<file path="src/rtl/smb_pkg.sv">
package smb_pkg;
  localparam int ADDR_W = 7;
  localparam int CFG_W  = ADDR_W - 2;
  localparam logic [1:0]        OWN_HI    = 2'b10;
  localparam logic [ADDR_W-1:0] BCAST_ADR = 7'b1011111;
  localparam logic [ADDR_W-1:0] ALERT_ADR = 7'b0001100;

  typedef enum logic [2:0] {
    ST_IDLE, ST_RX, ST_ACK, ST_TX, ST_MACK, ST_SKIP
  } bus_st_e;

  typedef enum logic [1:0] {
    PH_ADDR, PH_CMD, PH_DATA, PH_EXTRA
  } byte_ph_e;
endpackage

</file>
<file path="src/rtl/smb_sync.sv">
module smb_sync #(
  parameter int WIDTH  = 2,
  parameter int STAGES = 2
) (
  input  logic             clk_i,
  input  logic             rst_ni,
  input  logic [WIDTH-1:0] d_i,
  output logic [WIDTH-1:0] q_o
);
  logic [STAGES-1:0][WIDTH-1:0] stg_q;

  // Bus lines idle high, so reset to ones.
  always_ff @(posedge clk_i or negedge rst_ni) begin
    if (!rst_ni) begin
      stg_q <= '1;
    end else begin
      stg_q[0] <= d_i;
      for (int s = 1; s < STAGES; s++) stg_q[s] <= stg_q[s-1];
    end
  end

  assign q_o = stg_q[STAGES-1];
endmodule

</file>
<file path="src/rtl/smb_bus_cond.sv">
module smb_bus_cond (
  input  logic clk_i,
  input  logic rst_ni,
  input  logic scl_s_i,
  input  logic sda_s_i,
  output logic scl_rise_o,
  output logic scl_fall_o,
  output logic start_o,
  output logic stop_o
);
  logic scl_q, sda_q;

  always_ff @(posedge clk_i or negedge rst_ni) begin
    if (!rst_ni) begin
      scl_q <= 1'b1;
      sda_q <= 1'b1;
    end else begin
      scl_q <= scl_s_i;
      sda_q <= sda_s_i;
    end
  end

  assign scl_rise_o = scl_s_i & ~scl_q;
  assign scl_fall_o = ~scl_s_i & scl_q;
  assign start_o    = scl_s_i & scl_q & sda_q & ~sda_s_i;
  assign stop_o     = scl_s_i & scl_q & ~sda_q & sda_s_i;
endmodule

</file>
<file path="src/rtl/smb_target_fsm.sv">
module smb_target_fsm
  import smb_pkg::*;
#(
  parameter int DATA_W = 8,
  parameter int PTR_W  = 3
) (
  input  logic              clk_i,
  input  logic              rst_ni,
  input  logic              scl_rise_i,
  input  logic              scl_fall_i,
  input  logic              start_i,
  input  logic              stop_i,
  input  logic              sda_i,
  input  logic [ADDR_W-1:0] own_addr_i,
  input  logic              mass_wr_en_i,
  input  logic              alert_pending_i,
  input  logic [DATA_W-1:0] rdata_i,
  output logic              sda_oe_o,
  output logic              we_o,
  output logic [PTR_W-1:0]  ptr_o,
  output logic [DATA_W-1:0] wdata_o,
  output logic              ara_done_o
);
  localparam int              CNT_W = $clog2(DATA_W);
  localparam logic [CNT_W-1:0] LAST = CNT_W'(DATA_W - 1);

  bus_st_e           st_q;
  byte_ph_e          ph_q;
  logic [CNT_W-1:0]  bit_cnt_q;
  logic              full_q;
  logic [DATA_W-1:0] rx_sh_q, tx_sh_q, wdata_q;
  logic [PTR_W-1:0]  ptr_q;
  logic              oe_q, we_q, ara_done_q, go_tx_q, is_ara_q, mack_q;

  logic [ADDR_W-1:0] rx_addr;
  logic              rx_rd, own_hit, bcast_hit, alert_hit, hit_rd, hit_wr;
  logic [DATA_W-1:0] tx_src;

  assign rx_addr   = rx_sh_q[DATA_W-1 -: ADDR_W];
  assign rx_rd     = rx_sh_q[0];
  assign own_hit   = (rx_addr == own_addr_i);
  assign bcast_hit = (rx_addr == BCAST_ADR) & mass_wr_en_i;
  assign alert_hit = (rx_addr == ALERT_ADR) & alert_pending_i;
  assign hit_rd    = rx_rd & (own_hit | alert_hit);
  assign hit_wr    = ~rx_rd & (own_hit | bcast_hit);
  assign tx_src    = is_ara_q ? {own_addr_i, {(DATA_W-ADDR_W){1'b0}}} : rdata_i;

  always_ff @(posedge clk_i or negedge rst_ni) begin
    if (!rst_ni) begin
      st_q       <= ST_IDLE;
      ph_q       <= PH_ADDR;
      bit_cnt_q  <= '0;
      full_q     <= 1'b0;
      rx_sh_q    <= '0;
      tx_sh_q    <= '0;
      wdata_q    <= '0;
      ptr_q      <= '0;
      oe_q       <= 1'b0;
      we_q       <= 1'b0;
      ara_done_q <= 1'b0;
      go_tx_q    <= 1'b0;
      is_ara_q   <= 1'b0;
      mack_q     <= 1'b0;
    end else begin
      we_q       <= 1'b0;
      ara_done_q <= 1'b0;
      if (start_i) begin
        st_q      <= ST_RX;
        ph_q      <= PH_ADDR;
        bit_cnt_q <= '0;
        full_q    <= 1'b0;
        oe_q      <= 1'b0;
        is_ara_q  <= 1'b0;
      end else if (stop_i) begin
        st_q     <= ST_IDLE;
        oe_q     <= 1'b0;
        is_ara_q <= 1'b0;
      end else begin
        unique case (st_q)
          ST_RX: begin
            if (scl_rise_i && !full_q) begin
              rx_sh_q <= {rx_sh_q[DATA_W-2:0], sda_i};
              if (bit_cnt_q == LAST) full_q <= 1'b1;
              else                   bit_cnt_q <= bit_cnt_q + 1'b1;
            end else if (scl_fall_i && full_q) begin
              full_q    <= 1'b0;
              bit_cnt_q <= '0;
              go_tx_q   <= 1'b0;
              unique case (ph_q)
                PH_ADDR: begin
                  if (hit_rd) begin
                    st_q     <= ST_ACK;
                    oe_q     <= 1'b1;
                    go_tx_q  <= 1'b1;
                    is_ara_q <= ~own_hit;
                  end else if (hit_wr) begin
                    st_q <= ST_ACK;
                    oe_q <= 1'b1;
                    ph_q <= PH_CMD;
                  end else begin
                    st_q <= ST_SKIP;
                  end
                end
                PH_CMD: begin
                  ptr_q <= rx_sh_q[PTR_W-1:0];
                  ph_q  <= PH_DATA;
                  st_q  <= ST_ACK;
                  oe_q  <= 1'b1;
                end
                PH_DATA: begin
                  we_q    <= 1'b1;
                  wdata_q <= rx_sh_q;
                  ph_q    <= PH_EXTRA;
                  st_q    <= ST_ACK;
                  oe_q    <= 1'b1;
                end
                default: begin
                  st_q <= ST_ACK;
                  oe_q <= 1'b1;
                end
              endcase
            end
          end
          ST_ACK: begin
            if (scl_fall_i) begin
              bit_cnt_q <= '0;
              if (go_tx_q) begin
                tx_sh_q <= tx_src;
                oe_q    <= ~tx_src[DATA_W-1];
                st_q    <= ST_TX;
              end else begin
                oe_q <= 1'b0;
                st_q <= ST_RX;
              end
            end
          end
          ST_TX: begin
            if (scl_fall_i) begin
              if (bit_cnt_q == LAST) begin
                oe_q <= 1'b0;
                st_q <= ST_MACK;
              end else begin
                bit_cnt_q <= bit_cnt_q + 1'b1;
                tx_sh_q   <= {tx_sh_q[DATA_W-2:0], 1'b0};
                oe_q      <= ~tx_sh_q[DATA_W-2];
              end
            end
          end
          ST_MACK: begin
            if (scl_rise_i) begin
              mack_q     <= ~sda_i;
              ara_done_q <= is_ara_q;
            end else if (scl_fall_i) begin
              bit_cnt_q <= '0;
              if (mack_q) begin
                tx_sh_q <= tx_src;
                oe_q    <= ~tx_src[DATA_W-1];
                st_q    <= ST_TX;
              end else begin
                st_q <= ST_SKIP;
              end
            end
          end
          default: ;
        endcase
      end
    end
  end

  assign sda_oe_o   = oe_q;
  assign we_o       = we_q;
  assign ptr_o      = ptr_q;
  assign wdata_o    = wdata_q;
  assign ara_done_o = ara_done_q;
endmodule

</file>
<file path="src/rtl/smb_reg_target.sv">
module smb_reg_target
  import smb_pkg::*;
#(
  parameter int DATA_W      = 8,
  parameter int PTR_W       = 3,
  parameter int SYNC_STAGES = 2
) (
  input  logic              clk_i,
  input  logic              rst_ni,
  input  logic              scl_i,
  input  logic              sda_i,
  output logic              sda_oe_o,
  input  logic [CFG_W-1:0]  addr_cfg_i,
  input  logic              mass_wr_en_i,
  input  logic              alert_pending_i,
  output logic              ara_done_o,
  output logic              reg_we_o,
  output logic [PTR_W-1:0]  reg_waddr_o,
  output logic [DATA_W-1:0] reg_wdata_o,
  output logic [PTR_W-1:0]  reg_raddr_o,
  input  logic [DATA_W-1:0] reg_rdata_i
);
  logic              scl_s, sda_s;
  logic              scl_rise, scl_fall, start_det, stop_det;
  logic [PTR_W-1:0]  ptr;
  logic [ADDR_W-1:0] own_addr;

  assign own_addr = {OWN_HI, addr_cfg_i};

  smb_sync #(.WIDTH(2), .STAGES(SYNC_STAGES)) u_sync (
    .clk_i  (clk_i),
    .rst_ni (rst_ni),
    .d_i    ({scl_i, sda_i}),
    .q_o    ({scl_s, sda_s})
  );

  smb_bus_cond u_cond (
    .clk_i      (clk_i),
    .rst_ni     (rst_ni),
    .scl_s_i    (scl_s),
    .sda_s_i    (sda_s),
    .scl_rise_o (scl_rise),
    .scl_fall_o (scl_fall),
    .start_o    (start_det),
    .stop_o     (stop_det)
  );

  smb_target_fsm #(.DATA_W(DATA_W), .PTR_W(PTR_W)) u_fsm (
    .clk_i           (clk_i),
    .rst_ni          (rst_ni),
    .scl_rise_i      (scl_rise),
    .scl_fall_i      (scl_fall),
    .start_i         (start_det),
    .stop_i          (stop_det),
    .sda_i           (sda_s),
    .own_addr_i      (own_addr),
    .mass_wr_en_i    (mass_wr_en_i),
    .alert_pending_i (alert_pending_i),
    .rdata_i         (reg_rdata_i),
    .sda_oe_o        (sda_oe_o),
    .we_o            (reg_we_o),
    .ptr_o           (ptr),
    .wdata_o         (reg_wdata_o),
    .ara_done_o      (ara_done_o)
  );

  assign reg_waddr_o = ptr;
  assign reg_raddr_o = ptr;
endmodule

</file>
<file path="config.mk">
export PLATFORM = sky130hd
export DESIGN_NAME = smb_reg_target
export DESIGN_NICKNAME = d
export VERILOG_FILES = /design/src/rtl/smb_pkg.sv /design/src/rtl/smb_sync.sv /design/src/rtl/smb_bus_cond.sv /design/src/rtl/smb_target_fsm.sv /design/src/rtl/smb_reg_target.sv
export SDC_FILE = /design/constraint.sdc
export NUM_CORES = 1
export LEC_CHECK = 0
export ABC_CLOCK_PERIOD_IN_PS = 3800
export BUFFER_PORTS_ARGS = -buffer_cell sky130_fd_sc_hd__buf_2
export CORE_MARGIN = 8
export CORE_UTILIZATION = 30
export CTS_CLUSTER_SIZE = 12
export DETAILED_ROUTE_END_ITERATION = 6
export PLACE_DENSITY = 0.54
export SLEW_MARGIN = 30
export SYNTH_ARGS = -nofsm -noshare
export SYNTH_HDL_FRONTEND = slang
export SYNTH_SLANG_ARGS = --single-unit
</file>
<file path="constraint.sdc">
create_clock -name clk_i -period 3.8 [get_ports clk_i]
set_input_delay 0.76 -clock clk_i [delete_from_list [all_inputs] [get_ports clk_i]]
set_output_delay 0.76 -clock clk_i [all_outputs]
set_load 0.02 [all_outputs]
</file>
==> reports/metrics.yaml <==
result_of_the_run: "completed"
grt_pass1_wl_um: 8850
ctsHoldBuffers: 0
floorplan.rows: 33
start_util: 0.309
mostFrequentLayoutCells: "41 x sky130_fd_sc_hd__dfrtp_1, 35 x sky130_fd_sc_hd__buf_2, 24 x sky130_fd_sc_hd__nand2_1, 20 x sky130_fd_sc_hd__mux2_2, 14 x sky130_fd_sc_hd__o21ai_0"
yosysUniqueCellTypes: 61
route.detailed.vias_per_inst: 4.86
hold_viol: 0
p_clk_frac: 0.200
r2r-start: "u_fsm.st_q[0]$_DFFE_PN0P_"
cts_max_level: 2
netSwitchingFraction: 0.360
layout.cells.most_common: "sky130_fd_sc_hd__dfrtp_1"
synth.net_count: 244
clkSlewWorstSetupHoldPaths_ps: 90
ctsLongestPathBuffers: 2
cts_sinks: 47
cts_inserted_buffers: 5
crit_start: "u_fsm.st_q[0]$_DFFE_PN0P_"
antenna_cells_inserted: 0
pwr_density_cell_nw_per_um2: 535
postPlaceCellArea_um2: 2740
worst_ir_drop_vdd_uv: 160
hold_path_startpoint: "u_sync.stg_q[0]$_DFF_PN1_"
instances_no_fill: 356
grt_start_max_net_pins: 28
relative_contribution_of_sequential_cells_to_total_power: 0.510
via_count_of_the_first_global_routing_pass: 1795
post-route-period-util: 0.557
max_slew_margin: 0.445
synth_area_leaders: "sky130_fd_sc_hd__dfrtp_1 41%, sky130_fd_sc_hd__mux2_2 8.9%, sky130_fd_sc_hd__dfstp_2 6.2%"
rsz_0062_raised_after_global_routing: "no"
skew_pair_late_insertion_delay_ps: 300
pin_count: 36
postCtsResizedCells: 0
post_synth_inst_count: 221
clock-root-buffer: "sky130_fd_sc_hd__clkbuf_8"
synth_area_leader_cell: "sky130_fd_sc_hd__dfrtp_1"
yosys_warnings: 0
weighted_congestion_at_the_end_of_routability_driven_global_placement: 0.786
syn-cell-area_um2: 2520
critical_path_required_ps: 3990
final_area_um2: 2830
worst_setup_path_start_kind: "register"
crit_buf_inv: 0
postRouteAntennaNets: 0
share_of_flip_flops_with_an_asynchronous_set_or_reset_after_synthesis: 1.00
post_cts_buffers: 0
critPathKind: "register to register"
clock_skew_ps: 7.07
fin_worst_hold_slack_ps: 360
maxSlewViolCount: 0
filler_cells_inserted: 865
fin_nets: 273
wl_per_cell_um: 14.9
min-delay-path-class: "register to register"
wl_um: 5290
yosysSeqAreaShare: 0.469
dpl.hpwl_um: 3850
power.total_uw: 1510
cp-end-kind: "register"
synth-edff-count: 0
dominantRegCellSynth: "sky130_fd_sc_hd__dfrtp_1"
combinationalPowerShare: 0.290
height_of_the_die_um: 108
min_period_ps: 2120
setup_violations: 0
critical_path.max_stage_delay_ps: 590
synth_top_cell_area_share: 0.406
max_fanout_on_critical_path: 12
die_area_um2: 11600
tightestPinTransition_ps: 828
chipWidth_um: 108
synth_area_per_cell_um2: 11.4
cpMaxStageDelayCell: "sky130_fd_sc_hd__dfrtp_1"
p_leak_uw: 0.00135
dr.pass1.iters: 4
totalNegativeSetupSlack_ps: 0
dp_cells: 348
synth-seq-cells: 47
p_int_uw: 969
arrival_ps: 2310
post_route_cells_drive_above_1_share: 0.343
maxCapViolCount: 0
gr-usage-all-layers: 0.0963
core_area_um2: 8180
global_route.overflow_total: 0
route.detailed.drc: 0
area.growth.synth_to_final_pct: 12.1
cts_tree: "yes"
power_switching_uw: 545
port_buffers: 35
antenna_found_initial: 0
route.vias.total: 1729
fmax_ghz: 0.473
worst_path_dominant_cell_family: "simple AND/OR/NAND/NOR gates"
detailedRoute.firstIterationViolations: 38
path_cells: "nor3b_4 > and3_1 > o21ai_2 > a21oi_4 > mux2_1"
[worst reg2reg max path, stage by stage, from the launching register on]
cell and delay (ps):
sky130_fd_sc_hd__dfrtp_1 590, sky130_fd_sc_hd__nor3b_4 420, sky130_fd_sc_hd__and3_1 400, sky130_fd_sc_hd__o21ai_2 120
sky130_fd_sc_hd__a21oi_4 150, sky130_fd_sc_hd__mux2_1 330
[kinds of logic after synthesis]
family	synth area share
buffers and inverters	0.0466
adders and majority gates	0.0198
AOI/OAI and AO/OA	0.146
DFF	0.469
muxes	0.131
xor gates and xnor gates	0.0208
and+or+nand+nor	0.167
[power groups by stage]
stage                     Combinational (µW)  Sequential [µW]  Clock, µW
after global routing                     492              794        335
after global placement                   435              784          0
after detailed placement                 443              783          0
after CTS                                445              773        315
final                                    439              772        302
after floorplan                          425              703          0
[cell type report]
cell class	count	area [µm²]	share of cell area
tap	105	131	0.0464
sequential	47	1180	0.418
multi-input combinational	154	1220	0.432
clock inverter	2	13.8	0.00486
clock buffer	6	72.6	0.0256
inverter	6	22.5	0.00796
timing repair buffer	36	183	0.0645
[registers in the layout, summed over array words and instances (netlist names)]
signal,flops
u_cond.scl_q,1
u_cond.sda_q,1
u_fsm.ara_done_o,1
u_fsm.bit_cnt_q,3
u_fsm.full_q,1
u_fsm.go_tx_q,1
u_fsm.is_ara_q,1
u_fsm.mack_q,1
u_fsm.ph_q,2
u_fsm.ptr_o,3
u_fsm.rx_sh_q,8
u_fsm.sda_oe_o,1
u_fsm.st_q,3
u_fsm.tx_sh_q,7
u_fsm.wdata_o,8
u_fsm.we_o,1
u_sync.q_o,2
u_sync.stg_q,2
[synth_stat cells, types with 3 or more instances]
library cell / count
sky130_fd_sc_hd__a31oi_1: 3
sky130_fd_sc_hd__o21ai_0: 14
sky130_fd_sc_hd__nand2_1: 24
sky130_fd_sc_hd__clkbuf_1: 4
sky130_fd_sc_hd__nand3b_1: 4
sky130_fd_sc_hd__dfrtp_1: 41
sky130_fd_sc_hd__and3_1: 3
sky130_fd_sc_hd__dfstp_2: 6
sky130_fd_sc_hd__mux2_2: 20
sky130_fd_sc_hd__inv_1: 6
sky130_fd_sc_hd__a21oi_1: 6
sky130_fd_sc_hd__mux2i_1: 8
sky130_fd_sc_hd__xor2_1: 6
sky130_fd_sc_hd__nor2_1: 5
sky130_fd_sc_hd__buf_4: 7
sky130_fd_sc_hd__ha_1: 4
sky130_fd_sc_hd__o21ai_1: 3
[metal layers]
| metal | wire [µm] | vias up | global-route usage |
|---|---|---|---|
| li1 | - | 847 | - |
| met1 | 2690 | 850 | 0.130 |
| met2 | 2380 | 26 | 0.143 |
| met3 | 153 | 6 | 0.0222 |
| met4 | 71 | 0 | 0.0416 |
| met5 | 0 | - | 0 |
[through the flow]
| stage | util | worst slack, ps |
|---|---|---|
| after floorplan | - | 1840 |
| after global placement | 0.336 | 1590 |
| after detailed placement | 0.336 | 1590 |
| after CTS | 0.346 | 1670 |
| after global routing | 0.346 | 1530 |
| final | 0.346 | 1680 |
[worst paths after layout]
path | cells past startpoint | to | slack, ps
worst min register to register | 0 | u_sync.q_o[0]$_DFF_PN1_ | 360
worst max register to register | 5 | u_fsm.ph_q[1]$_DFFE_PN0P_ | 1680
worst max-delay path | 5 | u_fsm.ph_q[1]$_DFFE_PN0P_ | 1680
min in group asynchronous | 1 | u_fsm.mack_q$_DFFE_PN0P_ | 480
worst min-delay path | 0 | u_sync.q_o[0]$_DFF_PN1_ | 360
max in group asynchronous | 2 | u_cond.scl_q$_DFF_PN1_ | 2540
Note: power is estimated with default switching activity, not from simulation.
